$ cat config.mk
export PLATFORM = sky130hd
export DESIGN_NAME = prefix_scan_top
export DESIGN_NICKNAME = d
export VERILOG_FILES = /design/src/rtl/prefix_pkg.sv /design/src/rtl/prefix_ctrl.sv /design/src/rtl/prefix_pe.sv /design/src/rtl/prefix_pe_array.sv /design/src/rtl/prefix_scan_top.sv
export SDC_FILE = /design/constraint.sdc
export NUM_CORES = 1
export LEC_CHECK = 0
export BUFFER_PORTS_ARGS = -buffer_cell sky130_fd_sc_hd__buf_2
export CORE_MARGIN = 2
export CORE_UTILIZATION = 45
export CTS_CLUSTER_SIZE = 28
export DETAILED_ROUTE_END_ITERATION = 10
export PLACE_DENSITY = 0.68
export SLEW_MARGIN = 20
export SYNTH_ARGS = -nofsm -noshare
export SYNTH_HDL_FRONTEND = slang
export SYNTH_SLANG_ARGS = --single-unit
$ cat constraint.sdc
create_clock -name clk -period 5.2 [get_ports clk]
set_input_delay 0.78 -clock clk [delete_from_list [all_inputs] [get_ports clk]]
set_output_delay 0.78 -clock clk [all_outputs]
set_load 0.02 [all_outputs]
$ cat src/rtl/prefix_pkg.sv
package prefix_pkg;
  parameter int PE_COUNT = 16;
  parameter int WORD_W   = 16;

  function automatic int steps_for(input int lanes);
    int s;
    s = 0;
    while ((1 << s) < lanes) s++;
    return s;
  endfunction
endpackage

$ cat src/rtl/prefix_ctrl.sv
module prefix_ctrl #(
  parameter int STEPS = 4,
  localparam int ST_W = (STEPS > 1) ? $clog2(STEPS) : 1
) (
  input  logic            clk,
  input  logic            rst,
  input  logic            start,
  output logic            load,
  output logic            step_act,
  output logic [ST_W-1:0] step_idx,
  output logic            busy,
  output logic            done
);
  localparam logic [ST_W-1:0] LAST = ST_W'(STEPS - 1);

  assign load     = start && !busy;
  assign step_act = busy;

  always_ff @(posedge clk) begin
    if (rst) begin
      busy     <= 1'b0;
      done     <= 1'b0;
      step_idx <= '0;
    end else begin
      done <= 1'b0;
      if (load) begin
        busy     <= 1'b1;
        step_idx <= '0;
      end else if (busy) begin
        if (step_idx == LAST) begin
          busy     <= 1'b0;
          done     <= 1'b1;
          step_idx <= '0;
        end else begin
          step_idx <= step_idx + 1'b1;
        end
      end
    end
  end
endmodule

$ cat src/rtl/prefix_pe.sv
module prefix_pe #(
  parameter int W = 16
) (
  input  logic         clk,
  input  logic         rst,
  input  logic         load,
  input  logic         add_en,
  input  logic [W-1:0] load_val,
  input  logic [W-1:0] addend,
  output logic [W-1:0] acc
);
  always_ff @(posedge clk) begin
    if (rst)         acc <= '0;
    else if (load)   acc <= load_val;
    else if (add_en) acc <= acc + addend;
  end
endmodule

$ cat src/rtl/prefix_pe_array.sv
module prefix_pe_array #(
  parameter int N_PE  = 16,
  parameter int W     = 16,
  parameter int STEPS = 4,
  localparam int ST_W = (STEPS > 1) ? $clog2(STEPS) : 1
) (
  input  logic              clk,
  input  logic              rst,
  input  logic              load,
  input  logic              step_act,
  input  logic [ST_W-1:0]   step_idx,
  input  logic [N_PE*W-1:0] vec_in,
  output logic [N_PE*W-1:0] lanes_out
);
  logic [W-1:0] lane [N_PE];

  for (genvar gi = 0; gi < N_PE; gi++) begin : g_lane
    logic [W-1:0]     route [STEPS];
    logic [STEPS-1:0] live;
    logic             add_en;

    for (genvar gs = 0; gs < STEPS; gs++) begin : g_dist
      if (gi >= (1 << gs)) begin : g_src
        assign route[gs] = lane[gi - (1 << gs)];
        assign live[gs]  = 1'b1;
      end else begin : g_masked
        assign route[gs] = '0;
        assign live[gs]  = 1'b0;
      end
    end

    assign add_en = step_act && live[step_idx];

    prefix_pe #(.W(W)) u_pe (
      .clk      (clk),
      .rst      (rst),
      .load     (load),
      .add_en   (add_en),
      .load_val (vec_in[gi*W +: W]),
      .addend   (route[step_idx]),
      .acc      (lane[gi])
    );

    assign lanes_out[gi*W +: W] = lane[gi];
  end
endmodule

$ cat src/rtl/prefix_scan_top.sv
module prefix_scan_top #(
  parameter int N_PE   = prefix_pkg::PE_COUNT,
  parameter int WORD_W = prefix_pkg::WORD_W
) (
  input  logic                   clk,
  input  logic                   rst,
  input  logic                   start,
  input  logic [N_PE*WORD_W-1:0] vec_in,
  output logic                   busy,
  output logic                   done,
  output logic [N_PE*WORD_W-1:0] sums
);
  localparam int STEPS = prefix_pkg::steps_for(N_PE);
  localparam int ST_W  = (STEPS > 1) ? $clog2(STEPS) : 1;

  logic            load;
  logic            step_act;
  logic [ST_W-1:0] step_idx;

  prefix_ctrl #(.STEPS(STEPS)) u_ctrl (
    .clk      (clk),
    .rst      (rst),
    .start    (start),
    .load     (load),
    .step_act (step_act),
    .step_idx (step_idx),
    .busy     (busy),
    .done     (done)
  );

  prefix_pe_array #(.N_PE(N_PE), .W(WORD_W), .STEPS(STEPS)) u_array (
    .clk       (clk),
    .rst       (rst),
    .load      (load),
    .step_act  (step_act),
    .step_idx  (step_idx),
    .vec_in    (vec_in),
    .lanes_out (sums)
  );
endmodule

==> reports/results.env, run 1 <==
RUN_STATUS='completed'
WORST_CLOCK_SKEW_PS=14.60
GRT_FIRST_PASS_WIRELENGTH_UM=151600
YOSYS_CELL_TYPES=74
POST_SYNTH_AND_OR_NAND_NOR_AREA_FRACTION_PCT=16.61
WORST_HOLD_PATH_TYPE='in2reg'
CLKSLEWWORSTSETUPHOLDPATHS_PS=60
CRITICAL_PATH_CLASS='reg2reg'
PWR-SHARE-COMB_PCT=41.7
ASYNC_SR_FLOP_FRACTION_PCT=0
SYNTHESIS.INSTANCES=3052
TRITONCTS_CLOCK_TREE='yes'
VIAS_AFTER_DETAILED_ROUTING=26313
POWER.CLOCK.FRACTION_PCT=27.5
POWER_LEAKAGE_nW=13.32
SYNTH_FF_TYPE='sky130_fd_sc_hd__dfxtp_1'
P_PER_AREA_mW_PER_MM2=309.6
NUMPLACEDINSTANCES=4171
FIRST_GLOBAL_VIAS=24540
SYNTH_XOR_XNOR_AREA_SHARE_PCT=6.222
PORT_BUFFERS=516
GRT_SETUP_UNREPAIRED='false'
GRT-OVFL-TOTAL=0
CTS_REPAIR_RESIZE_COUNT=0
FINALNETCOUNT=3964
CLK_ROOT_BUFFER_CELL='sky130_fd_sc_hd__clkbuf_16'
STARTING_DENSITY_PCT=45.65
DIE_H_UM=240.6
MAXCAPVIOLATIONS=0
TIMING_MAX_TRANSITION_VIOLATIONS_FINAL=0
P_INT_W=0.005359
ROUTED_WL_UM=104200
GP_ROUTABILITY_CONGESTION=0.9613
POST-ROUTE-DRC-COUNT=0
POST_DRT_WL_PER_CELL_UM=24.46
POSTCTSSETUPREPAIRBUFS=0
NUMCTSBUFFERS=37
COMBINATIONAL_FAMILY_WITH_THE_MOST_AREA_AFTER_SYNTHESIS='compound AO/OA/AOI/OAI gates'
CTS_HOLD_BUFFERS=0
DRT-VIAS-PER-INSTANCE=6.178
TRACK_USAGE_PCT=34.95
PLACEMENT_ROWS=86
CLOCK_INSERTION_DELAY_WORST_SKEW_PS=560
FIN_CELLS=4259
NUMBER_OF_LEVELS_IN_THE_CLOCK_H_TREE=2
SETUP_VIOL_COUNT_FINAL=0
POST_SYNTH_FA_HA_MAJ_AREA_FRACTION_PCT=12.51
SLEW-LIMIT-HEADROOM_PCT=38.68
HOLD_VIO_CNT_FINAL=0
FLIP_FLOP_AND_LATCH_COUNT_AFTER_SYNTHESIS=260
CLOCK_TREE.BUFFER_DEPTH=3
WORSTHOLDENDPOINT='u_array.g_lane[0].u_pe.acc[7]'
CTS.SINKS=260
WORST_SETUP_PATH_START_KIND='flip-flop'
COUNT_OF_SYNTHESIS_STAGE_WARNINGS_FROM_YOSYS=0
DETAILEDROUTE.FIRSTPASSITERATIONCOUNT=5
NET-SWITCHING-POWER_W=0.003826
WORSTPATHREQUIRED_PS=5650
DIEWIDTH_UM=240.6
ANTENNA_FOUND_INITIAL=33
FMAXACHIEVABLE_GHz=0.2333
N_FILL_CELL=5322
AREA.GROWTH.SYNTH_TO_FINAL_PCT=17.73
FINAL.MIN_CLOCK_PERIOD_PS=4287
MIN-DELAY-START='vec_in[7]'
FIRST_ITER_VIOLATIONS=2914
POWER.SHARE.SEQUENTIAL_PCT=30.8
SYNTH_ENABLE_FLOP_CELLS=0
SYNTH_AREA_PER_CELL_SQ_UM=8.256
GRT_MAX_DEGREE=153
PIN_COUNT=517
ANT_NETS=0
P_TOTAL_W=0.009185
DIE_AREA_SQ_MM=0.05790
TIGHTEST_SLEW_PS=919.8
POWER.IR.VDD_WORST_mV=0.2255
DETAILED_PLACE_HPWL_UM=78900
WORSTREG2REGEND='u_array.g_lane[2].u_pe.acc[12]'
SYNTHMUXAREASHARE_PCT=15.54
PERIOD_SHARE_PCT=82.44
PLACEABLECOREAREA_SQ_MM=0.05520
WORST-PATH-MAX-FANOUT=38
MIN_DELAY_PATH_DEPTH=3
CRITICAL_PATH.ENDPOINT_TYPE='flip-flop'
TNS_PS=0
REG2REG_SLACK_PS=910
POWER.SWITCHING_FRACTION_PCT=41.66
FINALCOREUTILIZATION_PCT=53.74
POSTSYNTHNETCOUNT=3554
POST_SYNTHESIS_INSTANCE_AREA_SQ_MM=0.02520
TIMING.RR.START='u_ctrl.step_idx[1]'
WORSTPATHARRIVAL_PS=4740
WORST_R2R_PATH_DEPTH=13
DRIVE_GT1_SHARE_PCT=22.02
CRIT_PATH_START='u_ctrl.step_idx[1]'
SHARE_OF_THE_YOSYS_CHIP_AREA_BELONGING_TO_REGISTERS_PCT=20.66
SYNTH-COMPOUND-AREA-SHARE_PCT=24.26
==> synthesized netlist by cell type (8+ instances only) <==
cell type | n | area (sq um)
sky130_fd_sc_hd__nor2_1 | 291 | 1092
sky130_fd_sc_hd__nand2_1 | 270 | 1013
sky130_fd_sc_hd__a21oi_1 | 261 | 1306
sky130_fd_sc_hd__dfxtp_1 | 260 | 5205
sky130_fd_sc_hd__ha_1 | 228 | 2853
sky130_fd_sc_hd__a211oi_1 | 188 | 1411
sky130_fd_sc_hd__o21ai_0 | 177 | 885.9
sky130_fd_sc_hd__clkbuf_1 | 133 | 499.2
sky130_fd_sc_hd__mux4_2 | 120 | 2703
sky130_fd_sc_hd__mux2i_1 | 110 | 1101
sky130_fd_sc_hd__xnor2_1 | 110 | 963.4
sky130_fd_sc_hd__inv_1 | 90 | 337.8
sky130_fd_sc_hd__nor2b_1 | 71 | 444.2
sky130_fd_sc_hd__nor3_1 | 69 | 345.3
sky130_fd_sc_hd__xor2_1 | 69 | 604.3
sky130_fd_sc_hd__a21o_1 | 55 | 412.9
sky130_fd_sc_hd__nand3_1 | 52 | 260.3
sky130_fd_sc_hd__and2_1 | 51 | 319.1
sky130_fd_sc_hd__o22ai_1 | 39 | 244.0
sky130_fd_sc_hd__buf_1 | 33 | 123.9
sky130_fd_sc_hd__o21a_1 | 30 | 225.2
sky130_fd_sc_hd__nand2b_1 | 28 | 175.2
sky130_fd_sc_hd__a2111oi_0 | 27 | 236.5
sky130_fd_sc_hd__a311oi_1 | 23 | 201.4
sky130_fd_sc_hd__or3_1 | 23 | 143.9
sky130_fd_sc_hd__and3_1 | 20 | 125.1
sky130_fd_sc_hd__a31oi_1 | 17 | 106.4
sky130_fd_sc_hd__buf_2 | 17 | 85.08
sky130_fd_sc_hd__o21bai_1 | 16 | 120.1
sky130_fd_sc_hd__fa_1 | 15 | 300.3
sky130_fd_sc_hd__o211ai_1 | 15 | 112.6
sky130_fd_sc_hd__a21boi_0 | 12 | 90.09
sky130_fd_sc_hd__mux2_2 | 10 | 112.6
sky130_fd_sc_hd__a211o_1 | 8 | 70.07
==> how the worst max path moves through the flow <==
stage	depth (start not counted)	endpoint
global route	13	u_array.g_lane[2].u_pe.acc[12]
global placement	13	u_array.g_lane[2].u_pe.acc[12]
CTS	13	u_array.g_lane[2].u_pe.acc[12]
floorplan	18	u_array.g_lane[2].u_pe.acc[12]
finish	13	u_array.g_lane[2].u_pe.acc[12]
detailed placement	13	u_array.g_lane[2].u_pe.acc[12]
==> worst max-delay path, cell delays in order (launching register included) <==
cell,delay [ps]
sky130_fd_sc_hd__dfxtp_4,630
sky130_fd_sc_hd__buf_4,310
sky130_fd_sc_hd__a21oi_1,80
sky130_fd_sc_hd__ha_1,220
sky130_fd_sc_hd__fa_1,430
sky130_fd_sc_hd__a21o_1,190
sky130_fd_sc_hd__a21oi_1,240
sky130_fd_sc_hd__o21bai_1,140
sky130_fd_sc_hd__a2111oi_0,810
sky130_fd_sc_hd__o31ai_1,280
sky130_fd_sc_hd__a211oi_1,370
sky130_fd_sc_hd__nor2_1,90
sky130_fd_sc_hd__xnor2_1,130
sky130_fd_sc_hd__a211oi_1,240
==> cells in the final DEF, fill, tap and decap left out, types with 23 or more instances in the layout <==
cell type                     n
sky130_fd_sc_hd__mux4_2     120
sky130_fd_sc_hd__buf_4       31
sky130_fd_sc_hd__nor2b_1     70
sky130_fd_sc_hd__and2_1      51
sky130_fd_sc_hd__nor3_1      69
sky130_fd_sc_hd__mux2i_1    110
sky130_fd_sc_hd__diode_2     24
sky130_fd_sc_hd__nand2b_1    28
sky130_fd_sc_hd__inv_1       89
sky130_fd_sc_hd__xor2_1      69
sky130_fd_sc_hd__xnor2_1    110
sky130_fd_sc_hd__nor2_1     290
sky130_fd_sc_hd__ha_1       228
sky130_fd_sc_hd__a21o_1      55
sky130_fd_sc_hd__nand3_1     52
sky130_fd_sc_hd__a311oi_1    23
sky130_fd_sc_hd__nand2_1    269
sky130_fd_sc_hd__buf_2      514
sky130_fd_sc_hd__o22ai_1     39
sky130_fd_sc_hd__o21ai_0    177
sky130_fd_sc_hd__a2111oi_0   27
sky130_fd_sc_hd__a211oi_1   188
sky130_fd_sc_hd__or3_1       23
sky130_fd_sc_hd__o21a_1      30
sky130_fd_sc_hd__a21oi_1    261
sky130_fd_sc_hd__dfxtp_1    257
sky130_fd_sc_hd__clkbuf_16   38
==> stage by stage <==
step | setup WS, ps | hold WS [ps] | instance area (sq um)
floorplan | 614.8 | 565.2 | 25200
global placement | 1080 | 561.1 | 28430
detailed placement | 1006 | 564.4 | 28430
CTS | 1004 | 435.1 | 29600
global route | 654.9 | 466.0 | 29620
finish | 912.9 | 465.9 | 29660
==> final cells by class <==
type | count | area, sq um | area share (%)
multi-input combinational | 2516 | 18960 | 63.90
clock inverter | 10 | 75.07 | 0.2531
tap | 748 | 935.9 | 3.155
clock buffer | 54 | 1101 | 3.712
sequential | 260 | 5216 | 17.58
timing repair buffer | 554 | 2970 | 10.01
inverter | 93 | 349.1 | 1.177
antenna | 24 | 60.06 | 0.2025
==> layer usage <==
| metal | part of all wire, % | up-vias | GRT usage (%) |
|---|---|---|---|
| met1 | 41 | 12539 | 47.23 |
| met4 | 2.9 | 28 | 10.88 |
| met5 | 0.18 | - | 0 |
| li1 | - | 12263 | - |
| met3 | 11 | 182 | 8.167 |
| met2 | 44 | 1301 | 55.24 |
==> power by group through the flow <==
| stage | Clock, W | Combinational (W) | Sequential [W] |
|---|---|---|---|
| after detailed placement | 0 | 0.00378 | 0.00283 |
| final | 0.00253 | 0.00383 | 0.00283 |
| after global placement | 0 | 0.00374 | 0.00283 |
| after CTS | 0.00257 | 0.00380 | 0.00279 |
| after floorplan | 0 | 0.00250 | 0.00281 |
| after global routing | 0.00265 | 0.00418 | 0.00284 |
==> state kept, by name (all words and copies together), names as in the netlist <==
register,cells
u_array.g_lane.u_pe.acc,256
u_ctrl.step_idx,2
u_ctrl.busy,1
u_ctrl.done,1
==> kinds of logic after synthesis <==
kind of cell               count (synthesis)
AOI/OAI and AO/OA                        941
xor gates and xnor gates                 179
adders and majority gates                243
buffers and inverters                    276
DFF                                      260
muxes                                    240
and+or+nand+nor                          913
Note: power is estimated with default switching activity, not from simulation.
==> run 2: changes to the inputs <==
==> constraint.sdc (replaced) <==
create_clock -name clk -period 4.2 [get_ports clk]
set_input_delay 0.63 -clock clk [delete_from_list [all_inputs] [get_ports clk]]
set_output_delay 0.63 -clock clk [all_outputs]
set_load 0.02 [all_outputs]
==> run 2 against run 1 <==
Clock power rose by 39%. Maximum frequency rose by 12%. Utilization rose by 0.65 points. Critical endpoint is now u_array.g_lane[12].u_pe.acc[15].
==> reports/results.env, run 2 (synthesized netlist as in run 1, its figures left out) <==
GP_ROUTABILITY_CONGESTION=1.004
PLACEMENT_ROWS=86
CLOCK_INSERTION_DELAY_WORST_SKEW_PS=560
TIMING.RR.START='u_ctrl.step_idx[0]'
PORT_BUFFERS=516
MULTIINPUTGATEAREA_SQ_MM=0.01896
MIN_DELAY_PATH_DEPTH=3
POST-ROUTE-DRC-COUNT=0
GRT-OVFL-TOTAL=0
CTS_HOLD_BUFFERS=0
SEQ_AREA_SQ_MM=0.005216
POST-PLACE-WS_PS=255.8
CRIT_PATH_CELLS='buf_8, mux4_2, ha_1, a21oi_1, o21ai_0, a311oi_2, o21ai_2, a21oi_2, o21ai_1, or4_1, and3_1, a2111oi_2'
PERIOD_SHARE_PCT=91.31
GRT_MAX_DEGREE=143
ROUTED_WL_UM=105100
CLKSLEWWORSTSETUPHOLDPATHS_PS=60
REG2REG_SLACK_PS=360
MOST_FREQUENT_CELLS_IN_THE_LAYOUT='sky130_fd_sc_hd__buf_2, sky130_fd_sc_hd__nor2_1, sky130_fd_sc_hd__nand2_1'
AREA.GROWTH.SYNTH_TO_FINAL_PCT=19.16
POST-ROUTE-CELL-AREA_SQ_MM=0.03002
FMAXACHIEVABLE_GHz=0.2607
FINALCOREUTILIZATION_PCT=54.39
CRIT_PATH_START='u_ctrl.step_idx[0]'
DRIVE_GT1_SHARE_PCT=22.76
WORSTPATHREQUIRED_PS=4640
ANT_NETS=0
CLOCK_TREE.BUFFER_DEPTH=3
P_INT_W=0.007008
PWR-SHARE-COMB_PCT=40.8
DETAILEDROUTE.FIRSTPASSITERATIONCOUNT=7
DIEWIDTH_UM=240.6
CLK_ROOT_BUFFER_CELL='sky130_fd_sc_hd__clkbuf_16'
HOLD_VIO_CNT_FINAL=0
TIGHTEST_SLEW_PS=872.0
NUMCTSBUFFERS=36
MAXCAPVIOLATIONS=0
REGISTERS.TOP_BY_FF_COUNT='u_array.g_lane.u_pe.acc'
POWER.IR.VDD_WORST_mV=0.2340
POWER_LEAKAGE_nW=13.54
WORSTREG2REGEND='u_array.g_lane[12].u_pe.acc[15]'
POWER.SHARE.SEQUENTIAL_PCT=29.5
NUMBER_OF_FLIP_FLOPS_UNDER_THE_LARGEST_REGISTER_NAME=256
VIAS_AFTER_DETAILED_ROUTING=26333
DIE_H_UM=240.6
FIRST_ITER_VIOLATIONS=2632
LAYOUT_COMMONEST_CELL='sky130_fd_sc_hd__buf_2'
GRT_SETUP_UNREPAIRED='false'
CRITICAL_PATH_CLASS='reg2reg'
RUN_STATUS='completed'
POSTPLACECELLAREA_SQ_MM=0.02867
SETUP_VIOL_COUNT_FINAL=0
STARTING_DENSITY_PCT=45.65
CRITICAL_PATH.ENDPOINT_TYPE='flip-flop'
PIN_COUNT=517
WORST_SETUP_PATH_START_KIND='flip-flop'
NUMBER_OF_LEVELS_IN_THE_CLOCK_H_TREE=2
CRITICAL_PATH.ENDPOINT='u_array.g_lane[12].u_pe.acc[15]'
GRT_FIRST_PASS_WIRELENGTH_UM=152700
NUMPLACEDINSTANCES=4199
DETAILED_PLACE_HPWL_UM=80390
TIMING_MAX_TRANSITION_VIOLATIONS_FINAL=0
POST_DRT_WL_PER_CELL_UM=24.60
TRITONCTS_CLOCK_TREE='yes'
CRIT_PATH_MAX_INCR_DELAY_PS=520
TRACK_USAGE_PCT=35.19
POWER.SWITCHING_FRACTION_PCT=40.61
PLACEABLECOREAREA_SQ_MM=0.05520
DRT-VIAS-PER-INSTANCE=6.163
CTS.SINKS=260
FIN_CELLS=4273
WORST_HOLD_PATH_TYPE='in2reg'
N_FILL_CELL=5380
ANTENNA_FOUND_INITIAL=29
SLEW-LIMIT-HEADROOM_PCT=41.87
WORST_R2R_PATH_DEPTH=12
P_PER_AREA_mW_PER_MM2=393.1
POWER.CLOCK.FRACTION_PCT=29.8
FINALNETCOUNT=3992
WORST_CLOCK_SKEW_PS=21.60
FIRST_GLOBAL_VIAS=24655
BIGGESTREGSBYFLOPS='u_array.g_lane.u_pe.acc: 256 flops, u_ctrl.step_idx: 2 flops'
CRIT_PATH_TOP_DELAY_CELL='sky130_fd_sc_hd__dfxtp_4'
WORST-PATH-MAX-FANOUT=13
TNS_PS=0
SETUP_WS_PS=364.8
FINAL.MIN_CLOCK_PERIOD_PS=3835
NET-SWITCHING-POWER_W=0.004793
DIE_AREA_SQ_MM=0.05790
WORSTPATHARRIVAL_PS=4280
-- run 2: stage by stage --
stage	total power [W]	hold slack, ps
final	0.01180	302.6
after global routing	0.01237	297.2
after CTS	0.01176	277.9
after detailed placement	0.008238	548.2
after global placement	0.008206	543.9
after floorplan	0.006580	565.2
-- run 2: worst min path at each step --
stage | startpoint | to | slack [ps]
2_1_floorplan | u_array.g_lane[0].u_pe.acc[1] | u_array.g_lane[0].u_pe.acc[1] | 570
3_3_place_gp | u_array.g_lane[0].u_pe.acc[1] | u_array.g_lane[0].u_pe.acc[1] | 540
3_5_place_dp | u_array.g_lane[0].u_pe.acc[1] | u_array.g_lane[0].u_pe.acc[1] | 550
4_1_cts | vec_in[14] | u_array.g_lane[0].u_pe.acc[14] | 280
5_1_grt | vec_in[15] | u_array.g_lane[0].u_pe.acc[15] | 300
6_report | vec_in[14] | u_array.g_lane[0].u_pe.acc[14] | 300
-- run 2: timing repair --
action | 4_1_cts | 5_1_grt
endpoints found under the setup margin | 0 | 7
resized for setup | 0 | 0
buffers inserted | 0 | 1
hold endpoints to repair | 0 | 0
-- run 2: final cells by class --
type / count / share of cell area, %
clock inverters: 13 / 0.8126
clock buffers: 50 / 3.580
well taps: 748 / 3.117
multi-input cells: 2516 / 63.14
diodes: 10 / 0.08335
inverters: 93 / 1.163
flip-flops and latches: 260 / 17.37
repair buffers: 583 / 10.73
-- run 2: power by group through the flow --
stage                     sequential, W  clock [W]  combinational, W
after floorplan                 0.00348          0           0.00310
after global placement          0.00349          0           0.00472
after detailed placement        0.00349          0           0.00475
after CTS                       0.00344    0.00355           0.00477
after global routing            0.00349    0.00362           0.00526
final                           0.00348    0.00351           0.00481
-- run 2: layer usage --
layer / vias to the layer above / wire, um / global-route usage [%]
met5: - / 181 / 0
met4: 30 / 3368 / 12.05
met3: 195 / 12260 / 8.372
met2: 1336 / 46160 / 54.76
met1: 12482 / 43160 / 47.76
li1: 12290 / - / -
-- run 2: worst max-delay path, delay by kind of cell (launching register included) --
family                     cells  cell delay, ps
DFF                            1             520
AOI/OAI and AO/OA              7            1480
adders and majority gates      1             370
muxes                          1             520
and+or+nand+nor                2             600
buffers and inverters          1             220
